File: config.mk
export PLATFORM = sky130hd
export DESIGN_NAME = exposure_ctl
export DESIGN_NICKNAME = d
export VERILOG_FILES = /design/src/rtl/exp_ctl_pkg.sv /design/src/rtl/exp_ctl_settings.sv /design/src/rtl/exp_ctl_track.sv /design/src/rtl/exp_ctl_pulse.sv /design/src/rtl/exposure_ctl.sv
export SDC_FILE = /design/constraint.sdc
export NUM_CORES = 1
export LEC_CHECK = 0
export BUFFER_PORTS_ARGS = -buffer_cell sky130_fd_sc_hd__buf_2
export CAP_MARGIN = 20
export CORE_MARGIN = 2
export CORE_UTILIZATION = 56
export CTS_CLUSTER_SIZE = 40
export DETAILED_ROUTE_END_ITERATION = 12
export HOLD_SLACK_MARGIN = 0.12
export PLACE_DENSITY = 0.86
export SETUP_SLACK_MARGIN = 0.4
export SYNTH_ARGS = -nofsm -noshare
export SYNTH_HDL_FRONTEND = slang
export SYNTH_SLANG_ARGS = --single-unit
File: constraint.sdc
create_clock -name clk -period 2.27 [get_ports clk]
set_input_delay 0.1135 -clock clk [delete_from_list [all_inputs] [get_ports clk]]
set_output_delay 0.1135 -clock clk [all_outputs]
set_load 0.02 [all_outputs]
File: src/rtl/exp_ctl_pkg.sv
package exp_ctl_pkg;

  // Exposure of zero lines is promoted to one line.
  function automatic int unsigned clamp_lines(int unsigned n);
    return (n == 0) ? 1 : n;
  endfunction

  // Lines to clock in a frame: pad up to the exposure when it is longer.
  function automatic int unsigned frame_len(int unsigned n, int unsigned img);
    return (n > img) ? n : img;
  endfunction

  // The substrate pulse is used only for exposures shorter than a frame.
  function automatic bit shutter_used(bit en, int unsigned n, int unsigned img);
    return en && (n < img);
  endfunction

  // Line index whose marker starts the integration window.
  function automatic int unsigned sub_line(int unsigned n, int unsigned img);
    return (n < img) ? (img - n) : 0;
  endfunction

  // Pulse width forced into the range 1..pe.
  function automatic int unsigned clamp_width(int unsigned w, int unsigned pe);
    if (w == 0) return 1;
    return (w > pe) ? pe : w;
  endfunction

endpackage

File: src/rtl/exp_ctl_settings.sv
module exp_ctl_settings #(
  parameter int LINE_W    = 16,
  parameter int CYC_W     = 4,
  parameter int IMG_LINES = 1092,
  parameter int PULSE_END = 8
) (
  input  logic              clk,
  input  logic              rst_n,
  input  logic              frame_tick,
  input  logic [LINE_W-1:0] exp_lines,
  input  logic              shutter_en,
  input  logic [CYC_W-1:0]  sub_width,
  output logic [LINE_W-1:0] len_q,
  output logic [LINE_W-1:0] sline_q,
  output logic              use_q,
  output logic [CYC_W-1:0]  width_q
);
  import exp_ctl_pkg::*;

  int unsigned n_eff;
  always_comb n_eff = clamp_lines(32'(exp_lines));

  always_ff @(posedge clk) begin
    if (!rst_n) begin
      len_q   <= LINE_W'(IMG_LINES);
      sline_q <= '0;
      use_q   <= 1'b0;
      width_q <= CYC_W'(1);
    end else if (frame_tick) begin
      len_q   <= LINE_W'(frame_len(n_eff, IMG_LINES));
      sline_q <= LINE_W'(sub_line(n_eff, IMG_LINES));
      use_q   <= shutter_used(shutter_en, n_eff, IMG_LINES);
      width_q <= CYC_W'(clamp_width(32'(sub_width), PULSE_END));
    end
  end
endmodule

File: src/rtl/exp_ctl_track.sv
module exp_ctl_track #(
  parameter int LINE_W    = 16,
  parameter int CYC_W     = 4,
  parameter int PULSE_END = 8
) (
  input  logic              clk,
  input  logic              rst_n,
  input  logic              frame_tick,
  input  logic              line_tick,
  output logic              active_q,
  output logic [LINE_W-1:0] line_idx,
  output logic [CYC_W-1:0]  cyc_q
);
  localparam logic [CYC_W-1:0]  CYC_MAX  = CYC_W'(PULSE_END);
  localparam logic [LINE_W-1:0] LINE_MAX = '1;

  always_ff @(posedge clk) begin
    if (!rst_n) begin
      active_q <= 1'b0;
      line_idx <= '0;
      cyc_q    <= CYC_MAX;
    end else if (frame_tick) begin
      active_q <= 1'b1;
      line_idx <= '0;
      cyc_q    <= '0;
    end else if (line_tick) begin
      line_idx <= (line_idx == LINE_MAX) ? line_idx : line_idx + 1'b1;
      cyc_q    <= '0;
    end else if (cyc_q != CYC_MAX) begin
      cyc_q <= cyc_q + 1'b1;
    end
  end
endmodule

File: src/rtl/exp_ctl_pulse.sv
module exp_ctl_pulse #(
  parameter int LINE_W    = 16,
  parameter int CYC_W     = 4,
  parameter int IMG_LINES = 1092,
  parameter int PULSE_END = 8,
  parameter int XFER_CYC  = 4
) (
  input  logic              active_q,
  input  logic [LINE_W-1:0] line_idx,
  input  logic [CYC_W-1:0]  cyc_q,
  input  logic              use_q,
  input  logic [LINE_W-1:0] sline_q,
  input  logic [CYC_W-1:0]  width_q,
  output logic              xfer_win,
  output logic              sub_win,
  output logic              xfer_req,
  output logic              sub_pulse,
  output logic              img_valid
);
  localparam logic [CYC_W-1:0]  END_C   = CYC_W'(PULSE_END);
  localparam logic [CYC_W-1:0]  XSTART  = CYC_W'(PULSE_END - XFER_CYC);
  localparam logic [LINE_W-1:0] IMG_C   = LINE_W'(IMG_LINES);

  logic [CYC_W-1:0] sstart;

  always_comb begin
    sstart    = END_C - width_q;
    xfer_win  = (cyc_q >= XSTART) && (cyc_q < END_C);
    sub_win   = (cyc_q >= sstart) && (cyc_q < END_C);
    xfer_req  = active_q && (line_idx == '0) && xfer_win;
    sub_pulse = active_q && use_q && (line_idx == sline_q) && sub_win;
    img_valid = active_q && (line_idx < IMG_C);
  end
endmodule

File: src/rtl/exposure_ctl.sv
module exposure_ctl #(
  parameter int LINE_W    = 16,
  parameter int IMG_LINES = 1092,
  parameter int PULSE_END = 8,
  parameter int XFER_CYC  = 4
) (
  input  logic                           clk,
  input  logic                           rst_n,
  input  logic                           frame_tick,
  input  logic                           line_tick,
  input  logic [LINE_W-1:0]              exp_lines,
  input  logic                           shutter_en,
  input  logic [$clog2(PULSE_END+1)-1:0] sub_width,
  output logic                           xfer_req,
  output logic                           sub_pulse,
  output logic [LINE_W-1:0]              frame_lines,
  output logic                           img_valid
);
  localparam int CYC_W = $clog2(PULSE_END + 1);

  logic [LINE_W-1:0] len_q, sline_q, line_idx;
  logic              use_q, active_q, xfer_win, sub_win;
  logic [CYC_W-1:0]  width_q, cyc_q;

  exp_ctl_settings #(.LINE_W(LINE_W), .CYC_W(CYC_W), .IMG_LINES(IMG_LINES),
                     .PULSE_END(PULSE_END)) u_set (
    .clk(clk), .rst_n(rst_n), .frame_tick(frame_tick), .exp_lines(exp_lines),
    .shutter_en(shutter_en), .sub_width(sub_width), .len_q(len_q),
    .sline_q(sline_q), .use_q(use_q), .width_q(width_q));

  exp_ctl_track #(.LINE_W(LINE_W), .CYC_W(CYC_W), .PULSE_END(PULSE_END)) u_trk (
    .clk(clk), .rst_n(rst_n), .frame_tick(frame_tick), .line_tick(line_tick),
    .active_q(active_q), .line_idx(line_idx), .cyc_q(cyc_q));

  exp_ctl_pulse #(.LINE_W(LINE_W), .CYC_W(CYC_W), .IMG_LINES(IMG_LINES),
                  .PULSE_END(PULSE_END), .XFER_CYC(XFER_CYC)) u_pls (
    .active_q(active_q), .line_idx(line_idx), .cyc_q(cyc_q), .use_q(use_q),
    .sline_q(sline_q), .width_q(width_q), .xfer_win(xfer_win), .sub_win(sub_win),
    .xfer_req(xfer_req), .sub_pulse(sub_pulse), .img_valid(img_valid));

  assign frame_lines = len_q;
endmodule

# Word level (Yosys, flattened, before mapping)

Cells that the tools add are included.

Bits in registers: 58
Bits of input ports: 25
Output and inout bits: 19
Word-level logic and storage cells: 52

$add $sub $neg: 4
$lt $le $gt $ge: 7
Equal/unequal tests: 3
Mux-type cells: 12
Bitwise gates (word level): 2
Reduce and logical (&&, ||, !) cells: 16

Operators by type and width:

| operator                                                                             | number |
|---|---|
| 16-bit 2-to-1 mux                                                                    | 3 |
| 32-bit by 11-bit > comparator with 1-bit output (second input constant)              | 1 |
| 16-bit logical NOT                                                                   | 2 |
| 32-bit by 11-bit less-than comparator with 1-bit output (second input constant)      | 1 |
| 4-bit 2-to-1 mux                                                                     | 5 |
| 16-bit by 1-bit adder with 16-bit output (second input constant)                     | 1 |
| 16-bit equality test                                                                 | 1 |
| 16-bit equality test (second input constant)                                         | 1 |
| 16-bit by 11-bit less-than comparator with 1-bit output (second input constant)      | 1 |
| 11-bit by 16-bit subtractor with 16-bit output (first input constant)                | 1 |
| 1-bit logical AND                                                                    | 9 |
| 4-bit by 1-bit adder with 4-bit output (second input constant)                       | 1 |
| 4-bit by 3-bit greater-or-equal comparator with 1-bit output (second input constant) | 1 |
| 4-bit greater-or-equal comparator                                                    | 1 |
| 4-bit > comparator (second input constant)                                           | 1 |
| 4-bit logical NOT                                                                    | 1 |
| 4-bit less-than comparator (second input constant)                                   | 1 |
| 1-bit 2-to-1 mux                                                                     | 4 |
| 4-bit inequality test (second input constant)                                        | 1 |
| 4-bit subtractor (first input constant)                                              | 1 |
| 3-bit nonzero test                                                                   | 1 |
| 3-bit OR reduction                                                                   | 1 |
| 1-bit NOT                                                                            | 2 |
| 2-bit AND reduction                                                                  | 1 |
| 2-bit OR reduction                                                                   | 1 |

# Logic depth before layout (Yosys ltp)

Gate-level depths: netlist of run 1.

Word-level depth: 5
Mapped depth: 9
Depth with buffers taken out: 9

# Modules after synthesis

From an unflattened synthesis of run 1, not the netlist that was laid out.

Cells, all modules: 341
Area, all modules: 3145.5 µm²

By module, submodules not included:

| module           | times used | cells each | area an instance (µm²) | sequential area each (µm²) |
|---|---|---|---|---|
| exp_ctl_settings | 1          | 171        | 1644.1                 | 740.7 |
| exp_ctl_track    | 1          | 119        | 1122.3                 | 420.4 |
| exp_ctl_pulse    | 1          | 51         | 379.1                  | 0.0 |

# Worst setup path before layout of run 1

OpenSTA, ideal clock, no wires.

Path kind: input port to flip-flop
Start: input port exp_lines[13]
End: register u_set.len_q[0]
Setup time: 0.059 ns
Data arrival time: 1.917 ns
Required time: 2.211 ns
Path slack: 0.294 ns
Stages on the path: 8
Buffers on the path: 0
Cells stage by stage: or4_1 nor2_1 a31oi_1 ha_1 nand4_1 nor3_1 a311oi_1 o211a_1

Longest elaborated chain between the ends: 4

Ends and longest elaborated chain:

| item                                            | line                   | source |
|---|---|---|
| start, declared                                 | exposure_ctl.sv:11     | `input logic [LINE_W-1:0] exp_lines,` |
| 16-bit logical NOT                              | exp_ctl_pkg.sv:5       | `return (n == 0) ? 1 : n;` |
| 16-bit 2-to-1 mux *                             | exp_ctl_pkg.sv:5       |  |
| 32-bit by 11-bit > comparator with 1-bit output | exp_ctl_pkg.sv:10      | `return (n > img) ? n : img;` |
| 16-bit 2-to-1 mux *                             | exp_ctl_pkg.sv:10      |  |
| end signal, assigned                            | exp_ctl_settings.sv:25 | `len_q <= LINE_W'(IMG_LINES);` |
| end signal, assigned                            | exp_ctl_settings.sv:30 | `len_q <= LINE_W'(frame_len(n_eff, IMG_LINES));` |
| end, declared                                   | exp_ctl_settings.sv:13 | `output logic [LINE_W-1:0] len_q,` |

Mark *: on every way between the ends. The rest lies on a longest branch, timed or not.
A chain may end at the register's enable or synchronous reset.

# Worst setup path after layout of run 1

Start: register u_set.width_q[1]
End: output port sub_pulse

Longest elaborated chain between the ends: 4

Ends and longest elaborated chain:

| item                              | line                   | source |
|---|---|---|
| start, declared                   | exp_ctl_settings.sv:16 | `output logic [CYC_W-1:0] width_q` |
| start signal, assigned            | exp_ctl_settings.sv:33 | `width_q <= CYC_W'(clamp_width(32'(sub_width), PULSE_END));` |
| 4-bit subtractor                  | exp_ctl_pulse.sv:27    | `sstart = END_C - width_q;` |
| 4-bit greater-or-equal comparator | exp_ctl_pulse.sv:29    | `sub_win = (cyc_q >= sstart) && (cyc_q < END_C);` |
| 1-bit logical AND                 | exp_ctl_pulse.sv:29    |  |
| 1-bit logical AND                 | exp_ctl_pulse.sv:31    | `sub_pulse = active_q && use_q && (line_idx == sline_q) && sub_win;` |
| end, declared                     | exposure_ctl.sv:15     | `output logic sub_pulse,` |

Every way passes these cells.

==> qor.yml, run 1 <==
detailed_routing:
  wl_met1_um: 3320
  wl_met2_um: 4260
  met3_length_um: 399
  routed_wl_um: 8300
  viasPerCell: 5.81
  ant_nets: 0
  post_drt_wl_per_cell_um: 17.1
  drc_errors: 0
  highest_layer: "met4"
  num_vias: 2822
  drt_iter0_markers: 252
  drtPass1Iterations: 5
timing:
  finalHoldViolCount: 0
  rsz0062_at_grt: "yes"
  final_max_slew_viol_count: 0
  fin_tns_setup_ps: 0
  slew_headroom_pct: 55.6
  layout_min_cycle_time_ps: 2050
  setup_viol: 0
  tightest_slew_ps: 666
  fin_ws_ps: 225
  post-route-period-util_pct: 90.1
  max_freq_ghz: 0.489
  clock-skew-final_ps: 6.48
placement:
  gp_congestion: 0.892
  hpwl_um: 4540
  place.port_buffers: 43
  dpl_worst_slack_ps: 152
synth:
  syn_nets: 373
  synth_top_flop_cell: "dfxtp_1"
  synth_xor_area_share_pct: 10.8
  synthAdderAreaFrac_pct: 4.30
  synth-compound-area-share_pct: 12.5
  syn_area_per_cell_um2: 8.61
  synth_edf_count: 0
  synth_warnings: 0
  yosysUniqueCellTypes: 50
  yosys.area_share.simple_pct: 24.6
  synth_top_family_by_area: "simple AND/OR/NAND/NOR gates"
  syn_area_mm2: 0.00291
  synth_mux_area_share_pct: 3.78
  synthCells: 338
  ys_seq_area_share_pct: 39.9
  synth-seq-cells: 58
  async_flop_share_pct: 0
clock_tree:
  htreeDepth: 3
  insertion_delay_ps: 340
  ctsRootBufferMaster: "clkbuf_8"
  clockBufferDepth: 2
  clock_sinks: 58
  cts_buffers: 9
  clk_pin_slew_ps: 80
  cts_tree: "yes"
grt:
  grt_pass1_vias: 2817
  grt_pass1_wl_um: 13400
  grtUsageTotal_pct: 29.2
  grt_max_degree: 37
  grt.overflow.total: 0
  antenna_found_initial: 0
worst_setup_path:
  crit_arrival_ps: 1930
  timing.rr.end: "u_trk.line_idx[8]$_SDFFE_PP0P_"
  worst-path-stages: 9
  crit_family: "compound AO/OA/AOI/OAI gates"
  crit_buf_inv: 3
  crit_path_end_kind: "output port"
  reg2reg_from: "u_trk.line_idx[6]$_SDFFE_PP0P_"
  path_cells: "inv_2, ha_4, inv_4, ha_4, a21o_1, a21o_1, a21oi_2, nor2_1, buf_4"
  critical_path_class: "reg2out"
  reg2reg_depth: 6
  crit_path_end: "sub_pulse"
  crit_path_start: "u_set.width_q[1]$_SDFFE_PN0P_"
  cp.required_ps: 2160
  start_kind: "flip-flop"
  r2r_slack_ps: 570
  crit_path_top_delay_cell: "dfxtp_2"
  path_max_fanout: 2
  crit_path_max_incr_delay_ps: 340
floorplan:
  top_level_ports: 44
  die_width_um: 76.1
  num_rows: 26
  initial_core_util_pct: 57.3
  die_y_um: 76.1
  core_mm2: 0.00507
  die_area_mm2: 0.00579
final_layout:
  area_growth_pct: 31.7
  diodes: 0
  drive_above_1_share_pct: 25.7
  nets: 446
  layout_common_cells: "47 x dfxtp_1, 41 x buf_2, 32 x nor2_1"
  final_util_pct: 75.5
  final_common_cell: "dfxtp_1"
run:
  drv_cap: 0
power:
  worst_ir_drop_vdd_uv: 459
  p_per_area_mw_per_mm2: 640
  p_leak_nw: 1.52
outcome:
  status: "finished, final reports clean"
worst_hold_path:
  hold_class: "in2reg"
sequential cells by signal (all words and copies together), names as in the netlist:
name / cells
u_trk.cyc_q: 4
u_set.sline_q: 16
u_trk.active_q: 1
u_set.use_q: 1
u_set.len_q: 16
u_set.width_q: 4
u_trk.line_idx: 16
Yosys cell counts, drive strengths merged (3+ instances only):
master,n,area (µm²)
a21o,3,22.5
nand4,8,50.1
a21oi,14,70.1
nand2b,12,75.1
mux2i,11,110
nand3,17,85.1
nand2,23,88.8
xor2,14,123
inv,10,37.5
o211a,3,30.0
xnor2,22,193
dfxtp,58,1160
a22o,4,35.0
and2,6,40.0
nor3,14,70.1
ha,10,125
or2,3,18.8
buf,8,42.5
clkbuf,9,35.0
nor4,6,37.5
nor2,34,128
o21ai,19,95.1
worst min-delay path by stage:
stage	endpoint	cells past startpoint	slack (ps)	startpoint
finish	u_set.sline_q[5]$_SDFFE_PN0P_	3	170	exp_lines[5]
CTS	u_set.sline_q[6]$_SDFFE_PN0P_	3	150	exp_lines[6]
global route	u_set.sline_q[2]$_SDFFE_PN0P_	3	190	exp_lines[2]
global placement	u_set.use_q$_SDFFE_PN0P_	2	330	shutter_en
floorplan	u_trk.cyc_q[3]$_SDFFE_PN1P_	1	180	rst_n
detailed placement	u_set.use_q$_SDFFE_PN0P_	2	340	shutter_en
worst min-delay path, cell delays in order:
cell     delay [ps]
buf_2           130
xnor2_1         120
a22o_1          120
per-layer routing:
layer	up-vias	track usage (%)
li1	1320	-
met2	115	49.0
met1	1356	33.6
met4	0	17.6
met5	-	0
met3	31	7.23
report_power, final:
part	switching [W]	internal, W
Sequential	0.0000210	0.00104
Combinational	0.000162	0.000136
Clock	0.000446	0.000645
layout make-up:
class	instances	area, µm²
Tap cell	70	87.6
Clock inverter	5	77.6
Sequential cell	58	1170
Multi-Input combinational cell	252	1750
Clock buffer	11	141
Fill cell	320	1240
Inverter	11	43.8
Timing Repair Buffer	79	558
kinds of logic after synthesis:
kind of cell | count (synthesis)
buf+inv | 28
compound gates | 57
fa+ha+maj | 10
flops | 58
simple gates | 138
mux | 11
xor+xnor | 36
what timing repair did:
action / in CTS / in global routing
setup endpoints to repair: 1 / 19
buffers inserted: 1 / 3
endpoints found under the hold margin: 25 / 0
gates resized for setup: 11 / 21
hold buffers: 27 / 0
pin swaps: 6 / 11
per-stage QoR:
step                total power [W]  hold slack, ps  cells  area, µm²
CTS                         0.00241             155    483       3730
detailed placement          0.00131             337    439       3190
finish                      0.00245             174    486       3830
global placement            0.00130             335    439       3190
floorplan                   0.00123             185    338       2930
global route                0.00253             190    486       3830
No activity file was read; power rests on OpenSTA's default activity.
==> inputs of run 2 (changes only) <==
Settings changed: CORE_UTILIZATION 56 to 50, PLACE_DENSITY 0.86 to 0.78.
==> run 2 against run 1 <==
Net effect:
- first-iteration DRC count shrank 30%
- sequential share of layout area rose by 0.62 points
- critical endpoint unchanged
- critical path depth stayed put
- worst hold slack worse by 36 ps
- combinational power shrank 5%
- routed wire length fell by 11%
- power fell by 10%
==> qor.yml, run 2 (synthesized netlist as in run 1, its figures left out) <==
clock_tree:
  insertion_delay_ps: 330  # about the same
  cts_buffers: 9  # unchanged
  clk_pin_slew_ps: 70  # about the same
  clockBufferDepth: 2  # unchanged
  clock_sinks: 58  # unchanged
  htreeDepth: 3  # unchanged
  ctsRootBufferMaster: "clkbuf_8"
  cts_tree: "yes"
detailed_routing:
  wl_met2_um: 3530  # -17%
  drc_errors: 0  # unchanged
  routed_wl_um: 7400  # -11%
  drt_iter0_markers: 177  # -30%
  post_drt_wl_per_cell_um: 15.2  # -11%
  wl_met1_um: 3240  # -2.5%
  met3_length_um: 355  # -11%
  viasPerCell: 5.49  # -5.4%
  ant_nets: 0  # unchanged
  num_vias: 2669  # -5.4%
  drtPass1Iterations: 4  # -1
  highest_layer: "met4"
placement:
  hpwl_um: 4540  # about the same
  dpl_worst_slack_ps: 140  # -12.2 ps
  place.port_buffers: 43  # unchanged
  gp_congestion: 0.869  # -2.6%
timing:
  post-route-period-util_pct: 87.5  # -2.6 points
  layout_min_cycle_time_ps: 1990  # -58.1 ps
  rsz0062_at_grt: "yes"
  clock-skew-final_ps: 6.76  # +0.283 ps
  slew_headroom_pct: 56.0  # +0.34 points
  setup_viol: 0  # unchanged
  fin_ws_ps: 283  # +58.1 ps
  fin_tns_setup_ps: 0  # unchanged
  max_freq_ghz: 0.503  # +2.9%
  finalHoldViolCount: 0  # unchanged
  tightest_slew_ps: 660  # -5.06 ps
  final_max_slew_viol_count: 0  # unchanged
floorplan:
  core_mm2: 0.00557  # +9.8%
  initial_core_util_pct: 52.2  # -5.1 points
  top_level_ports: 44  # unchanged
  num_rows: 27  # +3.8%
  die_width_um: 80.3  # +5.5%
  die_y_um: 80.3  # +5.5%
  die_area_mm2: 0.00645  # +11%
outcome:
  status: "finished, final reports clean"
final_layout:
  layout_common_cells: "51 x dfxtp_1, 42 x buf_2, 33 x nor2_1"
  reg_top3: "u_set.len_q: 16 flops, u_set.sline_q: 16 flops, u_trk.line_idx: 16 flops"
  drive_above_1_share_pct: 24.2  # -1.6 points
  final_common_cell: "dfxtp_1"
  diodes: 0  # unchanged
  area_growth_pct: 28.5
  nets: 444  # -0.45%
  final_util_pct: 67.1  # -8.4 points
grt:
  grt.overflow.total: 0  # unchanged
  grt_pass1_wl_um: 11800  # -12%
  grtUsageTotal_pct: 23.9  # -5.2 points
  grt_pass1_vias: 2525  # -10%
  antenna_found_initial: 0  # unchanged
  grt_max_degree: 37  # unchanged
power:
  worst_ir_drop_vdd_uv: 421  # -8.2%
  p_leak_nw: 1.49  # -2.1%
  p_per_area_mw_per_mm2: 588  # -8.2%
run:
  drv_cap: 0  # unchanged
worst_setup_path:
  path_max_fanout: 2  # unchanged
  cp.required_ps: 2160  # about the same
  start_kind: "flip-flop"
  critical_path_class: "reg2out"
  crit_arrival_ps: 1870  # -60 ps
  crit_path_end_kind: "output port"
worst_hold_path:
  hold_class: "in2reg"
run 2: changes by cell type in the layout (fill, tap and decap cells not counted), sizes merged:
| cell | before | now |
|---|---|---|
| bufinv | 2 | 0 |
| clkbuf | 11 | 9 |
| clkinv | 3 | 5 |
| dlygate4sd3 | 27 | 25 |
| clkinvlp | 1 | 2 |
| inv | 10 | 11 |
run 2: critical path, stage by stage (launching register included):
cell and delay (ps):
dfxtp_2 340, inv_2 50, ha_4 260, inv_2 40, ha_4 220, a21o_1 170, a21o_1 160, a21oi_2 110
nor2_1 50, buf_4 150
run 2: metal layers:
metal  track usage (%)  vias to the layer above
met4              12.4                        0
met2              40.5                       91
met5                 0                        -
li1                  -                     1324
met3              4.61                       21
met1              28.7                     1233
run 2: final timing paths:
kind | depth (start not counted) | endpoint | slack (ps) | from
worst max register to register | 6 | u_trk.line_idx[0]$_SDFFE_PP0P_ | 410 | u_trk.line_idx[4]$_SDFFE_PP0P_
worst min register to register | 2 | u_set.sline_q[6]$_SDFFE_PN0P_ | 470 | u_set.sline_q[6]$_SDFFE_PN0P_
worst min-delay path | 3 | u_set.sline_q[7]$_SDFFE_PN0P_ | 140 | exp_lines[7]
worst max-delay path | 9 | sub_pulse | 280 | u_set.width_q[0]$_SDFFE_PN1P_
run 2: cell type report:
type                            count  area, µm²
Clock buffer                        9        124
Clock inverter                      7       55.1
Tap cell                           72       90.1
Timing Repair Buffer               77        536
Sequential cell                    58       1170
Fill cell                         418       1830
Multi-Input combinational cell    252       1730
Inverter                           11       41.3
run 2: what timing repair did:
item	4_1_cts	5_1_grt
cloned	0	0
hold buffers	25	0
endpoints found under the hold margin	25	0
pin swaps	6	2
setup buffers	2	2
setup endpoints to repair	2	21
resized for setup	12	10
run 2: power by group:
part           switching [W]  internal [W]
clock               0.000451      0.000402
sequential         0.0000191       0.00104
combinational       0.000153      0.000130
run 2: metrics by stage:
step | instances | power (W) | hold slack [ps] | instance area, µm²
after floorplan | 338 | 0.00123 | 185 | 2930
after global placement | 441 | 0.00130 | 335 | 3200
after detailed placement | 441 | 0.00131 | 331 | 3200
after CTS | 484 | 0.00219 | 138 | 3690
after global routing | 486 | 0.00229 | 157 | 3740
final | 486 | 0.00220 | 138 | 3740
